File: src/rtl/irq_pkg.sv
package irq_pkg;
  localparam int TYPE_W = 8;
  localparam int IF_POS = 9;
  localparam int TF_POS = 8;
  localparam int OF_POS = 11;
  localparam logic [TYPE_W-1:0] TYPE_DIV  = 8'd0;
  localparam logic [TYPE_W-1:0] TYPE_STEP = 8'd1;
  localparam logic [TYPE_W-1:0] TYPE_NMI  = 8'd2;
  localparam logic [TYPE_W-1:0] TYPE_OVF  = 8'd4;

  typedef enum logic [1:0] {A_PUSH, A_POP, A_VLO, A_VHI} addrSel_e;
  typedef enum logic [1:0] {W_FLAGS, W_CS, W_IP} wdSel_e;

  typedef struct packed {
    logic              capCtx;
    logic              ldType;
    logic [TYPE_W-1:0] typeVal;
    logic              capBus;
    addrSel_e          addrSel;
    wdSel_e            wdSel;
    logic              spDown;
    logic              spUp;
    logic              ldIp;
    logic              ldCs;
    logic              ldFlags;
  } dpStrobe_t;
endpackage

File: src/rtl/irq_ctrl.sv
module irq_ctrl
  import irq_pkg::*;
(
  input  logic              clk,
  input  logic              rst,
  input  logic              bndry,
  input  logic              haltIn,
  input  logic              iretReq,
  input  logic              nmiPin,
  input  logic              intrPin,
  input  logic              divErr,
  input  logic              intoExec,
  input  logic              swReq,
  input  logic [TYPE_W-1:0] swType,
  input  logic              flagIf,
  input  logic              flagTf,
  input  logic              flagOf,
  input  logic              memAck,
  output logic              memReq,
  output logic              memWe,
  output logic              intaN,
  output logic              busy,
  output logic              entryDone,
  output logic              retDone,
  output dpStrobe_t         st
);
  typedef enum logic [3:0] {
    S_IDLE, S_INTA1, S_GAP, S_INTA2, S_PUSHF, S_PUSHCS, S_PUSHIP,
    S_RDIP, S_RDCS, S_EDONE, S_POPIP, S_POPCS, S_POPF, S_RDONE
  } state_e;

  state_e state, nxt;
  logic nmiPrev, nmiPend, nmiTake;
  logic evalAll, evalAny;
  logic takeDiv, takeOvf, takeSw, takeNmi, takeIntr, takeStep;

  assign evalAll  = bndry && !haltIn;
  assign evalAny  = evalAll || haltIn;
  assign takeDiv  = evalAll && divErr;
  assign takeOvf  = evalAll && intoExec && flagOf;
  assign takeSw   = evalAll && swReq;
  assign takeNmi  = evalAny && nmiPend;
  assign takeIntr = evalAny && intrPin && flagIf;
  assign takeStep = evalAll && flagTf;

  always_ff @(posedge clk) begin
    if (rst) begin
      state   <= S_IDLE;
      nmiPrev <= nmiPin;
      nmiPend <= 1'b0;
    end else begin
      state   <= nxt;
      nmiPrev <= nmiPin;
      nmiPend <= (nmiPend && !nmiTake) || (nmiPin && !nmiPrev);
    end
  end

  always_comb begin
    nxt       = state;
    st        = '0;
    memReq    = 1'b0;
    memWe     = 1'b0;
    intaN     = 1'b1;
    entryDone = 1'b0;
    retDone   = 1'b0;
    nmiTake   = 1'b0;
    busy      = (state != S_IDLE);
    case (state)
      S_IDLE: begin
        if (iretReq) begin
          st.capCtx = 1'b1;
          nxt       = S_POPIP;
        end else if (takeDiv || takeOvf || takeSw || takeNmi || takeIntr || takeStep) begin
          st.capCtx = 1'b1;
          st.ldType = 1'b1;
          nxt       = S_PUSHF;
          if (takeDiv)       st.typeVal = TYPE_DIV;
          else if (takeOvf)  st.typeVal = TYPE_OVF;
          else if (takeSw)   st.typeVal = swType;
          else if (takeNmi) begin
            st.typeVal = TYPE_NMI;
            nmiTake    = 1'b1;
          end else if (takeIntr) begin
            st.ldType = 1'b0;
            nxt       = S_INTA1;
          end else           st.typeVal = TYPE_STEP;
        end
      end
      S_INTA1: begin intaN = 1'b0; nxt = S_GAP; end
      S_GAP:   nxt = S_INTA2;
      S_INTA2: begin intaN = 1'b0; st.capBus = 1'b1; nxt = S_PUSHF; end
      S_PUSHF, S_PUSHCS, S_PUSHIP: begin
        memReq     = 1'b1;
        memWe      = 1'b1;
        st.addrSel = A_PUSH;
        st.wdSel   = (state == S_PUSHF) ? W_FLAGS : (state == S_PUSHCS) ? W_CS : W_IP;
        if (memAck) begin
          st.spDown = 1'b1;
          nxt = (state == S_PUSHF) ? S_PUSHCS : (state == S_PUSHCS) ? S_PUSHIP : S_RDIP;
        end
      end
      S_RDIP, S_RDCS: begin
        memReq     = 1'b1;
        st.addrSel = (state == S_RDIP) ? A_VLO : A_VHI;
        if (memAck) begin
          st.ldIp = (state == S_RDIP);
          st.ldCs = (state == S_RDCS);
          nxt     = (state == S_RDIP) ? S_RDCS : S_EDONE;
        end
      end
      S_EDONE: begin entryDone = 1'b1; nxt = S_IDLE; end
      S_POPIP, S_POPCS, S_POPF: begin
        memReq     = 1'b1;
        st.addrSel = A_POP;
        if (memAck) begin
          st.spUp    = 1'b1;
          st.ldIp    = (state == S_POPIP);
          st.ldCs    = (state == S_POPCS);
          st.ldFlags = (state == S_POPF);
          nxt = (state == S_POPIP) ? S_POPCS : (state == S_POPCS) ? S_POPF : S_RDONE;
        end
      end
      S_RDONE: begin retDone = 1'b1; nxt = S_IDLE; end
      default: nxt = S_IDLE;
    endcase
  end

  p_nmi_latch_r3: assert property (@(posedge clk) disable iff (rst)
    (nmiPin && !nmiPrev) |=> nmiPend);
  p_inta_width_r5: assert property (@(posedge clk) disable iff (rst)
    !intaN |=> intaN);
  p_inta_no_mem_r5: assert property (@(posedge clk) disable iff (rst)
    !intaN |-> !memReq);
  p_req_hold_r10: assert property (@(posedge clk) disable iff (rst)
    (memReq && !memAck) |=> (memReq && $stable(memWe)));
  p_one_done_r11: assert property (@(posedge clk) disable iff (rst)
    !(entryDone && retDone));
endmodule

File: src/rtl/irq_dp.sv
module irq_dp
  import irq_pkg::*;
#(
  parameter int AW = 20,
  parameter int DW = 16
) (
  input  logic              clk,
  input  logic              rst,
  input  dpStrobe_t         st,
  input  logic              memReq,
  input  logic              memAck,
  input  logic [DW-1:0]     memRdata,
  input  logic [DW-1:0]     ssIn,
  input  logic [DW-1:0]     spIn,
  input  logic [DW-1:0]     csIn,
  input  logic [DW-1:0]     ipIn,
  input  logic [DW-1:0]     flagsIn,
  input  logic [TYPE_W-1:0] typeBus,
  output logic [AW-1:0]     memAddr,
  output logic [DW-1:0]     memWdata,
  output logic [TYPE_W-1:0] typeOut,
  output logic [DW-1:0]     newCs,
  output logic [DW-1:0]     newIp,
  output logic [DW-1:0]     newSp,
  output logic [DW-1:0]     newFlags
);
  localparam int SEG = AW - DW;
  localparam int VPAD = AW - TYPE_W - 2;
  localparam logic [DW-1:0] STEP = DW'(2);
  localparam logic [DW-1:0] CLR_MASK = ~((DW'(1) << IF_POS) | (DW'(1) << TF_POS));

  logic [DW-1:0] ssR, spR, csR, ipR, flagsSave;
  logic [AW-1:0] segBase, vecBase;

  assign segBase = {ssR, {SEG{1'b0}}};
  assign vecBase = {{VPAD{1'b0}}, typeOut, 2'b00};

  always_comb begin
    case (st.addrSel)
      A_PUSH:  memAddr = segBase + {{SEG{1'b0}}, spR - STEP};
      A_POP:   memAddr = segBase + {{SEG{1'b0}}, spR};
      A_VLO:   memAddr = vecBase;
      default: memAddr = vecBase + AW'(2);
    endcase
    case (st.wdSel)
      W_FLAGS: memWdata = flagsSave;
      W_CS:    memWdata = csR;
      default: memWdata = ipR;
    endcase
  end

  always_ff @(posedge clk) begin
    if (rst) begin
      ssR <= '0; spR <= '0; csR <= '0; ipR <= '0; flagsSave <= '0;
      typeOut <= '0; newCs <= '0; newIp <= '0; newFlags <= '0;
    end else begin
      if (st.capCtx) begin
        ssR       <= ssIn;
        spR       <= spIn;
        csR       <= csIn;
        ipR       <= ipIn;
        flagsSave <= flagsIn;
        newFlags  <= flagsIn & CLR_MASK;
      end
      if (st.ldType)  typeOut <= st.typeVal;
      if (st.capBus)  typeOut <= typeBus;
      if (st.spDown)  spR <= spR - STEP;
      if (st.spUp)    spR <= spR + STEP;
      if (st.ldIp)    newIp <= memRdata;
      if (st.ldCs)    newCs <= memRdata;
      if (st.ldFlags) newFlags <= memRdata;
    end
  end

  assign newSp = spR;

  p_sp_push_r9: assert property (@(posedge clk) disable iff (rst)
    (memReq && memAck && st.addrSel == A_PUSH) |=> (spR == $past(spR) - STEP));
  p_sp_pop_r9: assert property (@(posedge clk) disable iff (rst)
    (memReq && memAck && st.addrSel == A_POP) |=> (spR == $past(spR) + STEP));
  p_addr_stable_r10: assert property (@(posedge clk) disable iff (rst)
    (memReq && !memAck) |=> ($stable(memAddr) && $stable(memWdata)));
  p_vec_range_r6: assert property (@(posedge clk) disable iff (rst)
    (memReq && st.addrSel == A_VLO) |-> (memAddr[1:0] == 2'b00 && memAddr[AW-1:10] == '0));
  p_clr_flags_r7: assert property (@(posedge clk) disable iff (rst)
    st.capCtx |=> (!newFlags[IF_POS] && !newFlags[TF_POS]));
endmodule

File: src/rtl/irq_entry_seq.sv
module irq_entry_seq
  import irq_pkg::*;
#(
  parameter int AW = 20,
  parameter int DW = 16
) (
  input  logic              clk,
  input  logic              rst,
  input  logic              bndry,
  input  logic              haltIn,
  input  logic              iretReq,
  input  logic              nmiPin,
  input  logic              intrPin,
  input  logic              divErr,
  input  logic              intoExec,
  input  logic              swReq,
  input  logic [TYPE_W-1:0] swType,
  input  logic [DW-1:0]     flagsIn,
  input  logic [DW-1:0]     ssIn,
  input  logic [DW-1:0]     spIn,
  input  logic [DW-1:0]     csIn,
  input  logic [DW-1:0]     ipIn,
  input  logic [TYPE_W-1:0] typeBus,
  output logic              intaN,
  output logic              memReq,
  output logic              memWe,
  output logic [AW-1:0]     memAddr,
  output logic [DW-1:0]     memWdata,
  input  logic              memAck,
  input  logic [DW-1:0]     memRdata,
  output logic              busy,
  output logic              entryDone,
  output logic              retDone,
  output logic [TYPE_W-1:0] typeOut,
  output logic [DW-1:0]     newCs,
  output logic [DW-1:0]     newIp,
  output logic [DW-1:0]     newSp,
  output logic [DW-1:0]     newFlags
);
  dpStrobe_t st;

  irq_ctrl u_ctrl (
    .clk(clk), .rst(rst), .bndry(bndry), .haltIn(haltIn), .iretReq(iretReq),
    .nmiPin(nmiPin), .intrPin(intrPin), .divErr(divErr), .intoExec(intoExec),
    .swReq(swReq), .swType(swType),
    .flagIf(flagsIn[IF_POS]), .flagTf(flagsIn[TF_POS]), .flagOf(flagsIn[OF_POS]),
    .memAck(memAck), .memReq(memReq), .memWe(memWe), .intaN(intaN), .busy(busy),
    .entryDone(entryDone), .retDone(retDone), .st(st)
  );

  irq_dp #(.AW(AW), .DW(DW)) u_dp (
    .clk(clk), .rst(rst), .st(st), .memReq(memReq), .memAck(memAck),
    .memRdata(memRdata), .ssIn(ssIn), .spIn(spIn), .csIn(csIn), .ipIn(ipIn),
    .flagsIn(flagsIn), .typeBus(typeBus), .memAddr(memAddr), .memWdata(memWdata),
    .typeOut(typeOut), .newCs(newCs), .newIp(newIp), .newSp(newSp), .newFlags(newFlags)
  );
endmodule

File: config.mk
export PLATFORM = sky130hd
export DESIGN_NAME = irq_entry_seq
export DESIGN_NICKNAME = d
export VERILOG_FILES = /design/src/rtl/irq_pkg.sv /design/src/rtl/irq_ctrl.sv /design/src/rtl/irq_dp.sv /design/src/rtl/irq_entry_seq.sv
export SDC_FILE = /design/constraint.sdc
export NUM_CORES = 1
export LEC_CHECK = 0
export BUFFER_PORTS_ARGS = -buffer_cell sky130_fd_sc_hd__buf_2
export CORE_MARGIN = 2
export CORE_UTILIZATION = 52
export CTS_BUF_LIST = sky130_fd_sc_hd__clkbuf_8 sky130_fd_sc_hd__clkbuf_16
export DETAILED_ROUTE_END_ITERATION = 8
export GPL_ROUTABILITY_DRIVEN = 0
export PLACE_DENSITY_LB_ADDON = 0.08
export REMOVE_ABC_BUFFERS = 1
export SYNTH_ARGS = -nofsm -noshare
export SYNTH_HDL_FRONTEND = slang
export SYNTH_SLANG_ARGS = --single-unit
File: constraint.sdc
create_clock -name clk -period 4.8 [get_ports clk]
set_input_delay 0.24 -clock clk [delete_from_list [all_inputs] [get_ports clk]]
set_output_delay 0.24 -clock clk [all_outputs]
set_load 0.05 [all_outputs]
# Word level (Yosys, flattened, before mapping)
# Index checks and enable logic that the tools add are counted.
# word_totals
ff_bits	142
inputBits	123
out_inout_bits	114
wordCells	134
# op_classes
add_sub_neg	5
eq_ne	20
mux	63
reduce_logical	34
# ops
op	count
$mux 16	5
$pmux 20 s3	1
$mux 4	12
$mux 8	6
$add 20x16->20	2
$pmux 16 s2	1
$pmux 4 s7	1
$mux 1	27
$eq 4x4->1 const B	6
$mux 10	2
$add 16x2->16 const B	1
$eq 4x3->1 const B	4
$sub 16x2->16 const B	1
$add 10x2->11 const B	1
$logic_and 1x1->1	11
$mux 9	1
$eq 4x2->1 const B	2
$pmux 2 s2	2
$reduce_or 8->1	1
$logic_or 1x1->1	7
$mux 2	3
$mux 3	2
$ne 2x2->1 const B	3
$reduce_or 3->1	2
12 further kinds	18

# Longest topological paths before layout
# logic_depth
word_depth	16
mapped_depth	15

# Modules after synthesis
# From an unflattened synthesis, not the netlist that was laid out.
# unflattened
hier_cells	945
area_unflattened_um2	7870.0
# by_module_without_submodules
mod	instances	cells_per_inst	area_per_inst_um2
irq_dp	1	829	7094.3
irq_ctrl	1	116	775.7

# Worst setup path after synthesis
# Ideal clock, no wire load.
# synth_path
path_kind	reg2out
from	reg u_dp.spR[1] (netlist: u_dp.newSp[1])
to	out memAddr[16]
arrival_time_ps	4595
t_required_ps	4560
path_slack_ps	-35
path_stages_with_launch	16
n_path_buf	1
path_cell_list	dfxtp_1 -> inv_1 -> ha_1 -> or4b_1 -> clkbuf_1 -> nor2_1 -> nand2_1 -> or3_1 -> xnor2_1 -> ha_1 -> and4_1 -> a221oi_1 -> o21ai_0 -> o211a_1 -> o21a_1 -> nor3_1
# synth_via
elab_chain_len	3
# synth_lines
element	line_no	text
from (decl)	irq_dp.sv:32	logic [DW-1:0] ssR, spR, csR, ipR, flagsSave;
from (signal assigned)	irq_dp.sv:59	spR <= spIn;
from (signal assigned)	irq_dp.sv:67	if (st.spDown) spR <= spR - STEP;
from (signal assigned)	irq_dp.sv:68	if (st.spUp) spR <= spR + STEP;
$sub 16x2->16	irq_dp.sv:40	A_PUSH: memAddr = segBase + {{SEG{1'b0}}, spR - STEP};
$add 20x16->20	irq_dp.sv:40	
$pmux 20 s3 (*)	irq_dp.sv:39	case (st.addrSel)
to (decl)	irq_entry_seq.sv:27	output logic [AW-1:0] memAddr,
# Every way passes the cells marked *; elsewhere a longest branch is shown, timed or not.

# Final worst setup path
# layout_path
from	reg u_dp.spR[2] (netlist: u_dp.newSp[2])
to	out memAddr[18]
# The elaborated chain is that of the path after synthesis.

==> run metrics <==
crit path cell chain inv_1, ha_2, or4b_4, nor2_2, nand2_1, or3_1, xnor2_2, ha_1, and4_1, a221oi_1, o21ai_0, o211a_1, o211ai_1, mux2i_1, buf_4; Max Cap Violations 0; Max Freq between 200 and 250 MHz; via count just under 8000; Yosys reg bits about 140; H-tree level count 4; Setup Skew approximately 10 ps; Tcrit/Tclk final 94.5%; Worst path slowest cell or4b_4; FF-to-FF path depth 6; hold_ws between 50 and 60 ps; Detailed Place HPWL between 15 and 20 mm; mux cell area share after synthesis 6.89%; Hold Path Origin csIn[5]; post-synthesis adder-cell area fraction 2.75%; CP required roughly 4600 ps; Pins Over Slew Limit 0; Die X 125 um; Initial DRC Count 578; Routed Wire Length around 22 mm; Layout Utilization 65.7%; main combinational cell family by area after synthesis simple AND/OR/NAND/NOR gates; mapped cell area around 0.0076 sq mm; clock slew at reported path FFs 70 ps; commonest non-fill, non-tap cells in the layout nand2_1, buf_2, dfxtp_1, a21oi_1, nor2_1; clock sinks roughly 140; gr usage total approximately 28%; Worst Setup SP u_dp.newSp[2]; Wirelength per Cell about 16 um; CP peak stage delay 530 ps; worst skew pair latency roughly 420 ps; number of global-route vias before repair slightly above 7000; Unique masters post-synth 62; Worst slew margin a little over a fifth; Avg Vias per Cell 5.52; Post-synth EDFFs 0; Worst Hold Class input port to flip-flop; simple-gate share of the synthesized area 24.7%; CORE AREA between 0.01 and 0.015 sq mm; WHS Endpoint u_dp.csR[5]; first-pass GRT wire length about 36 mm; worst reg2reg startpoint u_ctrl.state[1]; status finished, final reports clean; IO Port Bufs ~240; synthesis warning total 0; clk root buf clkbuf_16; total gr overflow 0; Reg2Reg Setup Slack around 2200 ps; Reg2Reg Capture Point u_dp.typeOut[5]; endpoints failing hold 0; CTS Buf Count 17; die area 0.0155 sq mm; Seq/Total Area, Yosys a little under two fifths; share of flip-flops with an asynchronous set or reset 0%; Least-Margin Pin Slew ~1200 ps; synthesized area per cell between 7 and 8 sq um; clk buf depth 2; DR pass1 iterations 5; Final setup viols 0; Starting Density a little over half; area grow syn2layout 24.9%; final worst path period need 4540 ps; Crit Path Category flip-flop to output port; Hold Crit Depth 3; Synth Area in Compound Gates between 15 and 20%; initial antenna violation count 1; synthesized instance count 1000; prevailing post-synth register cell dfxtp_1; die height about 120 um; most common cell after layout, fill and taps aside nand2_1; crit start category flip-flop; kind of end point of the critical path output port; pin count of the biggest net entering global routing 71; Rows 44; Layout fillers between 1000 and 1500; number of I/O pins between 200 and 250; worst path arrival time between 4000 and 5000 ps; Nets around 1300; Synth Area in XOR/XNOR 3.36%; DRC viols 0; ratio of cells with drive above 1 in the final layout approximately 25%; critical path peak fanout 8; ANT nets after route 0; CTS tree built
routing by layer:
layer | vias to the layer above | track usage (%) | wire, um
li1 | 3867 | - | -
met1 | 3515 | 35.7 | 9630
met2 | 272 | 45.7 | 10200
met3 | 36 | 7.00 | 1580
met4 | 0 | 11.8 | 612
met5 | - | 0 | 0
cell families (layout without fill, tap and decap cells):
group / after synthesis / count (layout)
fa+ha+maj: 16 / 16
simple gates: 427 / 427
buf+inv: 92 / 300
xor+xnor: 29 / 29
mux: 52 / 52
compound gates: 242 / 242
other cells: 0 / 1
flops: 142 / 142
through the flow:
stage	instances	cell area [sq um]	setup slack (ps)	setup TNS (ps)
after floorplan	924	7240	-28.1	-319
after global placement	1359	8790	583	0
after detailed placement	1359	8790	505	0
after CTS	1392	9420	39.0	0
after global routing	1392	9430	-2.79	-2.79
final	1393	9440	262	0
registers in the layout, summed over array words and instances (netlist names):
signal          count
u_ctrl.nmiPend      1
u_ctrl.nmiPrev      1
u_ctrl.state        4
u_dp.csR           16
u_dp.flagsSave     16
u_dp.ipR           16
u_dp.newCs         16
u_dp.newFlags      16
u_dp.newIp         16
u_dp.newSp         16
u_dp.ssR           16
u_dp.typeOut        8
critical path: cells and delay by family, from the launching register on:
| kind | cells | cell delay [ps] |
|---|---|---|
| compound gates | 4 | 890 |
| xor+xnor | 1 | 170 |
| fa+ha+maj | 2 | 540 |
| buf+inv | 2 | 320 |
| flops | 1 | 380 |
| mux | 1 | 220 |
| simple gates | 5 | 1360 |
worst max-delay path by stage:
stage	end	cells after the start
after global placement	memAddr[18]	15
after floorplan	u_dp.newFlags[0]	6
final	memAddr[18]	15
after global routing	memAddr[18]	15
after CTS	memAddr[18]	15
after detailed placement	memAddr[18]	15
cell usage after synthesis, types with 7 or more instances:
| master | instances | area, sq um |
|---|---|---|
| a221oi_1 | 8 | 70.1 |
| clkbuf_1 | 57 | 214 |
| a31oi_1 | 17 | 106 |
| nor2_1 | 93 | 349 |
| ha_1 | 15 | 188 |
| buf_2 | 17 | 85.1 |
| mux2i_1 | 52 | 521 |
| nor2b_1 | 7 | 43.8 |
| inv_1 | 16 | 60.1 |
| a21oi_1 | 102 | 510 |
| nand2_1 | 236 | 886 |
| a211oi_1 | 8 | 60.1 |
| xor2_1 | 16 | 140 |
| o21a_1 | 8 | 60.1 |
| a222oi_1 | 7 | 70.1 |
| dfxtp_1 | 142 | 2840 |
| nor3_1 | 16 | 80.1 |
| xnor2_1 | 13 | 114 |
| o21ai_0 | 50 | 250 |
| and3_1 | 7 | 43.8 |
| nand3_1 | 18 | 90.1 |
| and2_1 | 10 | 62.6 |
what timing repair did:
item,CTS,global route
buffers inserted,0,0
setup endpoints to repair,0,4
hold buffers,1,0
resized for setup,0,6
hold endpoints to repair,1,0
layout make-up:
type                            instances  area (sq um)  share of cell area [%]
Multi-Input combinational cell        766          4380                    46.4
Sequential cell                       142          2840                    30.1
Timing Repair Buffer                  252          1310                    13.9
Clock buffer                           18           439                    4.65
Tap cell                              184           230                    2.44
Clock inverter                         14           171                    1.82
Inverter                               16          60.1                   0.636
Antenna cell                            1          2.50                  0.0265
Power is left out: the tool's default activity adds up to more than one toggle a clock period on the data nets, which glitch-free logic cannot reach.
